===== src/rtl/cdt_pkg.sv =====
package cdt_pkg;
    typedef enum logic [1:0] {
        ST_OFF  = 2'd0,
        ST_IDLE = 2'd1,
        ST_RUN  = 2'd2
    } cdt_state_e;

    localparam int BIT_EN  = 0;
    localparam int BIT_IEN = 1;
    localparam int BIT_CLR = 4;
endpackage


===== src/rtl/cdt_regif.sv =====
module cdt_regif #(
    parameter int ADDR_W = 8,
    parameter int DATA_W = 32,
    parameter logic [ADDR_W-1:0] CTRL_OFF = 'h40,
    parameter logic [ADDR_W-1:0] VAL_OFF  = 'h44
) (
    input  logic              bus_wr,
    input  logic [ADDR_W-1:0] bus_addr,
    input  logic              w_en_bit,
    input  logic              enabled,
    input  logic              irq_en,
    input  logic [DATA_W-1:0] count,
    output logic              en_on,
    output logic              ctrl_upd,
    output logic              ctrl_off,
    output logic              val_load,
    output logic [DATA_W-1:0] bus_rdata
);
    import cdt_pkg::*;

    logic ctrl_wr;
    logic val_wr;

    always_comb begin
        ctrl_wr  = bus_wr && (bus_addr == CTRL_OFF);
        val_wr   = bus_wr && (bus_addr == VAL_OFF);
        en_on    = ctrl_wr && w_en_bit && !enabled;
        ctrl_upd = ctrl_wr && w_en_bit && enabled;
        ctrl_off = ctrl_wr && !w_en_bit;
        val_load = val_wr && enabled;
    end

    always_comb begin
        bus_rdata = '0;
        if (bus_addr == CTRL_OFF) begin
            bus_rdata[BIT_EN]  = enabled;
            bus_rdata[BIT_IEN] = irq_en;
        end else if (bus_addr == VAL_OFF) begin
            bus_rdata = count;
        end
    end
endmodule


===== src/rtl/cdt_fsm.sv =====
module cdt_fsm #(
    parameter int DATA_W = 32
) (
    input  logic              clk,
    input  logic              rst_n,
    input  logic              tick,
    input  logic              en_on,
    input  logic              ctrl_off,
    input  logic              val_load,
    input  logic [DATA_W-1:0] load_val,
    output logic              enabled,
    output logic              expire,
    output logic [DATA_W-1:0] count
);
    import cdt_pkg::*;

    localparam logic [DATA_W-1:0] ONE = DATA_W'(1);

    cdt_state_e state_q, state_d;
    logic [DATA_W-1:0] count_d;
    logic last_tick;

    assign last_tick = (count <= ONE);

    always_comb begin
        state_d = state_q;
        unique case (state_q)
            ST_OFF: begin
                if (en_on) state_d = ST_IDLE;
            end
            ST_IDLE: begin
                if (ctrl_off)      state_d = ST_OFF;
                else if (val_load) state_d = ST_RUN;
            end
            ST_RUN: begin
                if (ctrl_off)               state_d = ST_OFF;
                else if (val_load)          state_d = ST_RUN;
                else if (tick && last_tick) state_d = ST_IDLE;
            end
            default: state_d = ST_OFF;
        endcase
    end

    always_ff @(posedge clk or negedge rst_n) begin
        if (!rst_n) state_q <= ST_OFF;
        else        state_q <= state_d;
    end

    always_comb begin
        enabled = (state_q != ST_OFF);
        expire  = (state_q == ST_RUN) && tick && !val_load && !ctrl_off && last_tick;
        count_d = count;
        if (val_load)
            count_d = load_val;
        else if ((state_q == ST_RUN) && tick && !ctrl_off)
            count_d = last_tick ? '0 : count - ONE;
    end

    always_ff @(posedge clk or negedge rst_n) begin
        if (!rst_n) count <= '0;
        else        count <= count_d;
    end

    a_r12_freeze: assert property (@(posedge clk) disable iff (!rst_n)
        (!tick && !val_load) |=> $stable(count));
    a_r4_decrement: assert property (@(posedge clk) disable iff (!rst_n)
        (state_q == ST_RUN && tick && !val_load && !ctrl_off && count > ONE)
        |=> count == $past(count) - ONE);
    a_r4_stop: assert property (@(posedge clk) disable iff (!rst_n)
        expire |=> (state_q == ST_IDLE && count == '0));
    a_r10_load_wins: assert property (@(posedge clk) disable iff (!rst_n)
        val_load |=> (count == $past(load_val) && state_q == ST_RUN));
    a_r9_off: assert property (@(posedge clk) disable iff (!rst_n)
        ctrl_off |=> (state_q == ST_OFF && $stable(count)));
endmodule


===== src/rtl/cdt_irq.sv =====
module cdt_irq (
    input  logic clk,
    input  logic rst_n,
    input  logic ctrl_upd,
    input  logic ctrl_off,
    input  logic w_ien_bit,
    input  logic w_clr_bit,
    input  logic expire,
    output logic irq_en,
    output logic pending,
    output logic irq
);
    always_ff @(posedge clk or negedge rst_n) begin
        if (!rst_n) begin
            irq_en  <= 1'b0;
            pending <= 1'b0;
        end else if (ctrl_off) begin
            irq_en  <= 1'b0;
            pending <= 1'b0;
        end else begin
            if (ctrl_upd) irq_en <= w_ien_bit;
            if (expire)                      pending <= 1'b1;
            else if (ctrl_upd && w_clr_bit)  pending <= 1'b0;
        end
    end

    assign irq = pending && irq_en;

    a_r11_set_wins: assert property (@(posedge clk) disable iff (!rst_n)
        expire |=> pending);
    a_r8_clear: assert property (@(posedge clk) disable iff (!rst_n)
        (ctrl_upd && w_clr_bit && !expire) |=> !pending);
    a_r9_off_clears: assert property (@(posedge clk) disable iff (!rst_n)
        ctrl_off |=> (!irq_en && !pending));
endmodule


===== src/rtl/cdt_timer.sv =====
module cdt_timer #(
    parameter int ADDR_W = 8,
    parameter int DATA_W = 32,
    parameter logic [ADDR_W-1:0] CTRL_OFF = 'h40,
    parameter logic [ADDR_W-1:0] VAL_OFF  = 'h44
) (
    input  logic              clk,
    input  logic              rst_n,
    input  logic              tick_en,
    input  logic              bus_wr,
    input  logic [ADDR_W-1:0] bus_addr,
    input  logic [DATA_W-1:0] bus_wdata,
    output logic [DATA_W-1:0] bus_rdata,
    output logic              irq_o
);
    import cdt_pkg::*;

    logic en_on, ctrl_upd, ctrl_off, val_load;
    logic enabled, expire, irq_en, pending;
    logic [DATA_W-1:0] count;

    cdt_regif #(
        .ADDR_W(ADDR_W), .DATA_W(DATA_W), .CTRL_OFF(CTRL_OFF), .VAL_OFF(VAL_OFF)
    ) u_regif (
        .bus_wr   (bus_wr),
        .bus_addr (bus_addr),
        .w_en_bit (bus_wdata[BIT_EN]),
        .enabled  (enabled),
        .irq_en   (irq_en),
        .count    (count),
        .en_on    (en_on),
        .ctrl_upd (ctrl_upd),
        .ctrl_off (ctrl_off),
        .val_load (val_load),
        .bus_rdata(bus_rdata)
    );

    cdt_fsm #(.DATA_W(DATA_W)) u_fsm (
        .clk     (clk),
        .rst_n   (rst_n),
        .tick    (tick_en),
        .en_on   (en_on),
        .ctrl_off(ctrl_off),
        .val_load(val_load),
        .load_val(bus_wdata),
        .enabled (enabled),
        .expire  (expire),
        .count   (count)
    );

    cdt_irq u_irq (
        .clk      (clk),
        .rst_n    (rst_n),
        .ctrl_upd (ctrl_upd),
        .ctrl_off (ctrl_off),
        .w_ien_bit(bus_wdata[BIT_IEN]),
        .w_clr_bit(bus_wdata[BIT_CLR]),
        .expire   (expire),
        .irq_en   (irq_en),
        .pending  (pending),
        .irq      (irq_o)
    );

    a_r6_ignored_load: assert property (@(posedge clk) disable iff (!rst_n)
        (bus_wr && bus_addr == VAL_OFF && !enabled) |=> ($stable(count) && $stable(pending)));
    a_r5_irq_hold: assert property (@(posedge clk) disable iff (!rst_n)
        (irq_o && !(bus_wr && bus_addr == CTRL_OFF)) |=> irq_o);
    a_r7_enable_only: assert property (@(posedge clk) disable iff (!rst_n)
        (bus_wr && bus_addr == CTRL_OFF && bus_wdata[BIT_EN] && !enabled)
        |=> (!irq_en && $stable(pending)));
endmodule


===== config.mk =====
export PLATFORM = sky130hd
export DESIGN_NAME = cdt_timer
export DESIGN_NICKNAME = d
export VERILOG_FILES = /design/src/rtl/cdt_pkg.sv /design/src/rtl/cdt_regif.sv /design/src/rtl/cdt_fsm.sv /design/src/rtl/cdt_irq.sv /design/src/rtl/cdt_timer.sv
export SDC_FILE = /design/constraint.sdc
export NUM_CORES = 1
export LEC_CHECK = 0
export CAP_MARGIN = 10
export CELL_PAD_IN_SITES_DETAIL_PLACEMENT = 1
export CELL_PAD_IN_SITES_GLOBAL_PLACEMENT = 1
export CORE_ASPECT_RATIO = 1.2
export CORE_UTILIZATION = 34
export DETAILED_ROUTE_END_ITERATION = 12
export HOLD_SLACK_MARGIN = 0.02
export PLACE_DENSITY_LB_ADDON = 0.05
export SLEW_MARGIN = 20
export SYNTH_ARGS = -nofsm -noshare
export SYNTH_HDL_FRONTEND = slang
export SYNTH_SLANG_ARGS = --single-unit

===== constraint.sdc =====
create_clock -name clk -period 3.3 [get_ports clk]
set_input_delay 0.825 -clock clk [delete_from_list [all_inputs] [get_ports clk]]
set_output_delay 0.825 -clock clk [all_outputs]
set_load 0.005 [all_outputs]

### After elaboration in Yosys (flattened, before gate mapping)

Cells that the tools add are included.

| word-level totals | value |
|---|---|
| register bits after elaboration | 36 |
| input port bits | 44 |
| logic and storage cells | 56 |

| operators by class | value |
|---|---|
| add/subtract/negate cells | 1 |
| $lt $le $gt $ge | 1 |
| eq/ne operators | 7 |
| muxes and demuxes | 18 |
| reduce and logical (&&, ||, !) cells | 25 |

Operators by type and width:

| kind | number |
|---|---|
| two-way mux 32 bit | 4 |
| <= comparator 32 x 1 -> 1 bit, second input constant | 1 |
| subtractor 32 x 1 -> 32 bit, second input constant | 1 |
| two-way mux 30 bit | 1 |
| equality test 8 x 7 -> 1 bit, second input constant | 2 |
| logical AND 1 bit | 15 |
| two-way mux 2 bit | 7 |
| one-hot mux 2 bit (3 select lines) | 1 |
| nonzero test 2 bit | 3 |
| two-way mux 1 bit | 5 |
| logical NOT 1 bit | 4 |
| inequality test 4 x 1 -> 1 bit, second input constant | 1 |
| inequality test 3 x 1 -> 1 bit, second input constant | 1 |
| AND reduction 3 bit | 1 |
| nonzero test 3 bit | 1 |
| equality test 2 x 1 -> 1 bit, second input constant | 1 |
| equality test 2 bit, second input constant | 1 |
| logical NOT 2 bit | 1 |
| inequality test 2 bit, second input constant | 1 |

### Depth between registers and ports, before layout

| depth | value |
|---|---|
| depth after elaboration | 9 |
| mapped depth | 9 |

### Hierarchy

A second synthesis with hierarchy kept.

| second synthesis, totals | value |
|---|---|
| cell total of the unflattened synthesis | 354 |
| area total of the unflattened synthesis | 2937.8 sq um |

Modules (own cells, without submodules):

| module | times used | cells an instance | area each (sq um) | seq. area each (sq um) |
|---|---|---|---|---|
| cdt_fsm | 1 | 262 | 2239.6 | 850.8 |
| cdt_regif | 1 | 84 | 611.8 | 0.0 |
| cdt_irq | 1 | 8 | 86.3 | 50.0 |

### Worst setup path before layout

Ideal clock, no wire load.

| path | value |
|---|---|
| kind | input-to-output |
| from | input bus_addr[5] |
| to | output bus_rdata[21] |
| arrival time | 2.254 ns |
| data required time | 2.475 ns |
| slack | 0.221 ns |
| stages | 5 |
| path through | nor4b_1 -> nand2_1 -> nor2_1 -> clkbuf_1 -> and2_2 |

| between the ends | value |
|---|---|
| cells in the longest elaborated chain, start to end | 3 |

Ends and longest elaborated chain:

| what | line | RTL |
|---|---|---|
| start: declaration | cdt_timer.sv:11 | `input logic [ADDR_W-1:0] bus_addr,` |
| equality test 8 x 7 -> 1 bit | cdt_regif.sv:38 | `end else if (bus_addr == VAL_OFF) begin` |
| two-way mux 32 bit | cdt_regif.sv:38 |  |
| two-way mux 30 bit * | cdt_regif.sv:35 | `if (bus_addr == CTRL_OFF) begin` |
| end: declaration | cdt_timer.sv:13 | `output logic [DATA_W-1:0] bus_rdata,` |

Mark *: on every way between the ends. The rest lies on a longest branch, timed or not.

### Worst setup path in the final report

| path | value |
|---|---|
| from | input bus_addr[6] |
| to | output bus_rdata[22] |

Same word-level chain as after synthesis.

==> results.md <==
- Hold Crit Depth: 2
- Power density cells: 269.6 nW/um^2
- Met3 usage: 0.02897
- Final Hold Fails: 0
- Drt first pass iters: 4
- Skew-Pair Late Insertion Delay: 290 ps
- Top cells by area, synth: dfrtp_1 34%, a21oi_1 7.9%, and2_1 6.9%
- Worst setup margin: -76.02 ps
- Placed instance area: 3588 sq um
- Antenna Nets Post-Route: 0
- Most frequent cells in the layout: 46 x nor2_1, 42 x clkdlybuf4s50_1, 41 x a21oi_1, 36 x dfrtp_1, 29 x and2_1
- Antenna violations before repair: 0
- Worst r2r src: u_fsm.count[20]$_DFFE_PN0P_
- Worst slew pin tran: roughly 540 ps
- Hpwl dp: 6.566 mm
- Critical Path Start Type: input pin
- WL/cell: 17.42 um
- Vias in the first global route: 2968
- First-iteration detailed-routing DRC count: about 150
- Synth top area share: 0.3450
- Ant diodes: 0
- Synth cell types: 49
- Post-Synth Adder-Cell Area: 0.009583
- # H-tree levels: 2
- Final setup violation count: 1
- Post-synthesis instance area: 2611 sq um
- Crit Path Max Fanout: 12
- Clk network pwr share: 0.329
- Synth Area in Simple Gates: 0.3412
- Worst r2r dst: u_fsm.count[14]$_DFFE_PN0P_
- Seq/Total Area, Yosys: 0.3450
- Setup TNS: -76.02 ps
- Met1 usage: 0.3173
- Worst hold path type: flip-flop to flip-flop
- Max Root-Sink Buffers: 2
- GRT busiest layer: met2
- Fmax: 296.2 MHz
- Die X: 82 um
- Reg power frac: 0.500
- Seq cells post-synth: 36
- Worst Hold Launch: u_irq.pending$_DFFE_PN0P_
- Post-synthesis xor/xnor area fraction: 0.003354
- Layout Utilization: 0.5126
- Layout cells sized above 1: 0.1178
- Total core area: around 7400 sq um
- Post-Syn Nets: 379
- Critical Path AT: ~2600 ps
- Average footprint of a synthesized cell: 7.842 sq um
- VDD IR max: between 0.1 and 0.15 mV
- Critical path class: input pin to output port
- Gr ovfl total: 0
- I/O pin total: 77
- DRC viols: 0
- DR vias: 2930
- Most common cell after layout, fill and taps aside: nor2_1
- Post-route clock period utilization: 1.023
- Grt met2 use: 0.3840
- Vias/cell: 5.602
- Net Sw Frac: 0.2737
- Leakage power: 1.873 nW
- Max-cap viol count: 0
- Critical Path RT: between 2000 and 2500 ps
- Clock root buffer: clkbuf_8
- Max-slew headroom: 0.6361
- CTS tree: done
- Fraction of registers with async set/reset: 1.000
- Die ar.: 8036 sq um
- Gr usage total: 0.2341
- Hold EP: u_irq.pending$_DFFE_PN0P_
- Post-synth EDFFs: 0
- Final cell area excluding filler cells: between 3000 and 4000 sq um
- Compound-cell area share of the yosys netlist: 0.1974
- Ys flop type: dfrtp_1
- Area Growth Syn to Fin: 44.47%
- Final #Nets: 478
- Power, Total: 1.017 mW
- Switch Pwr: about 0.28 mW
- Final Wtd Congestion: 0.8068
- Num CTS Buffers: 5
- Crit. End Element: output port
- RSZ-0062 raised after global routing: true
- First-pass GRT wire length: 14.61 mm
- Final min period: 3376 ps
- Largest net degree at the start of global routing: 37
- Clk sink count: 36
- Worst Clk Skew: 4.549 ps
- Status: finished with violations
- Die H: approximately 98 um
- R2r setup slk: 520 ps
- Area leader, netlist: dfrtp_1
- Failing checks: negative setup slack
- Pint: 0.7387 mW
- Logic pwr share: 0.170
- Largest family of logic cells by synthesized area: simple AND/OR/NAND/NOR gates
- Clk slew on worst S/H paths: ~70 ps
- Multiplexer share of the synthesized area: 0.04696
- Final Max Slew Viols: 0
- Row count: 34
- Worst Reg-to-Reg Cells: 8
- Yosys warnings: 0
- Post-synthesis cell count: 333
- DRT Wirelength: 9.112 mm
- Buffers added on ports: 76
- Initial Utilization: 0.3548
==> repair_timing <==
| action | 4_1_cts | 5_1_grt |
|---|---|---|
| setup endpoints to repair | 32 | 29 |
| setup buffers | 1 | 3 |
| pin swaps | 1 | 2 |
| hold endpoints to repair | 0 | 0 |
| hold buffers | 0 | 0 |
| gates cloned | 0 | 1 |
| gates resized for setup | 22 | 27 |
==> worst max-delay path by stage <==
stage	start	endpoint	slack, ps	cells past startpoint
after floorplan	bus_addr[5]	bus_rdata[21]	220	5
after global placement	bus_addr[5]	bus_rdata[17]	-290	7
after global routing	bus_addr[6]	bus_rdata[22]	-210	7
final	bus_addr[6]	bus_rdata[22]	-80	7
after CTS	bus_addr[7]	bus_rdata[21]	-190	7
after detailed placement	bus_addr[5]	bus_rdata[5]	-340	7
==> sequential cells by signal (all words and copies together), names as in the netlist <==
signal	flops
u_irq.irq_en	1
u_fsm.state_q	2
u_irq.pending	1
u_fsm.count	32
==> metal layers <==
metal	share of wire	up-vias
met1	0.45	1410
met5	0	-
met2	0.48	81
met3	0.043	17
met4	0.021	0
li1	-	1422
==> cell families (layout without fill, tap and decap cells) <==
group	count (synthesis)	after routing
compound gates	85	85
xor+xnor	1	1
fa+ha+maj	2	2
buf+inv	27	127
flops	36	36
mux	12	12
simple gates	170	170
==> synth_stat cells (3+ instances only) <==
library cell  number
a32oi_1            4
nand2_1           21
nor4_1            12
a211oi_1           4
nand4_1            7
o211ai_1           4
o31ai_1            4
dfrtp_1           36
nor2_1            47
o21ai_0           10
nor4b_1            4
a31oi_1            3
mux2i_1           10
and2_1            29
nand3_1           16
nor3_1            18
clkbuf_1           8
a21oi_1           41
buf_6              6
inv_1             11
==> layout make-up <==
cell class                      count  area (sq um)
Clock buffer                        8         90.09
Fill cell                         922          3587
Multi-Input combinational cell    270          1593
Tap cell                           90         112.6
Sequential cell                    36         900.9
Inverter                           11         41.29
Timing Repair Buffer              108          1035
==> critical path, stage by stage <==
cell	delay, ps
clkdlybuf4s50_1	460
nor4b_4	220
nand2_2	110
nor2_4	170
buf_6	150
and2_1	120
clkdlybuf4s50_1	490
==> per-stage QoR <==
step / worst slack, ps / std cells / hold slack (ps)
6_report: -76.02 / 523 / 501.9
5_1_grt: -210.3 / 523 / 540.8
4_1_cts: -188.3 / 520 / 511.3
3_5_place_dp: -339.0 / 511 / 492.8
3_3_place_gp: -291.3 / 511 / 476.2
2_1_floorplan: 220.9 / 333 / 456.9
==> power groups by stage <==
stage	clock [mW]	sequential, mW	combinational [mW]
final	0.335	0.509	0.173
after global routing	0.362	0.517	0.196
after CTS	0.348	0.509	0.173
after detailed placement	0	0.517	0.171
after global placement	0	0.516	0.168
after floorplan	0	0.505	0.0768
(Power assumes the default switching activity.)
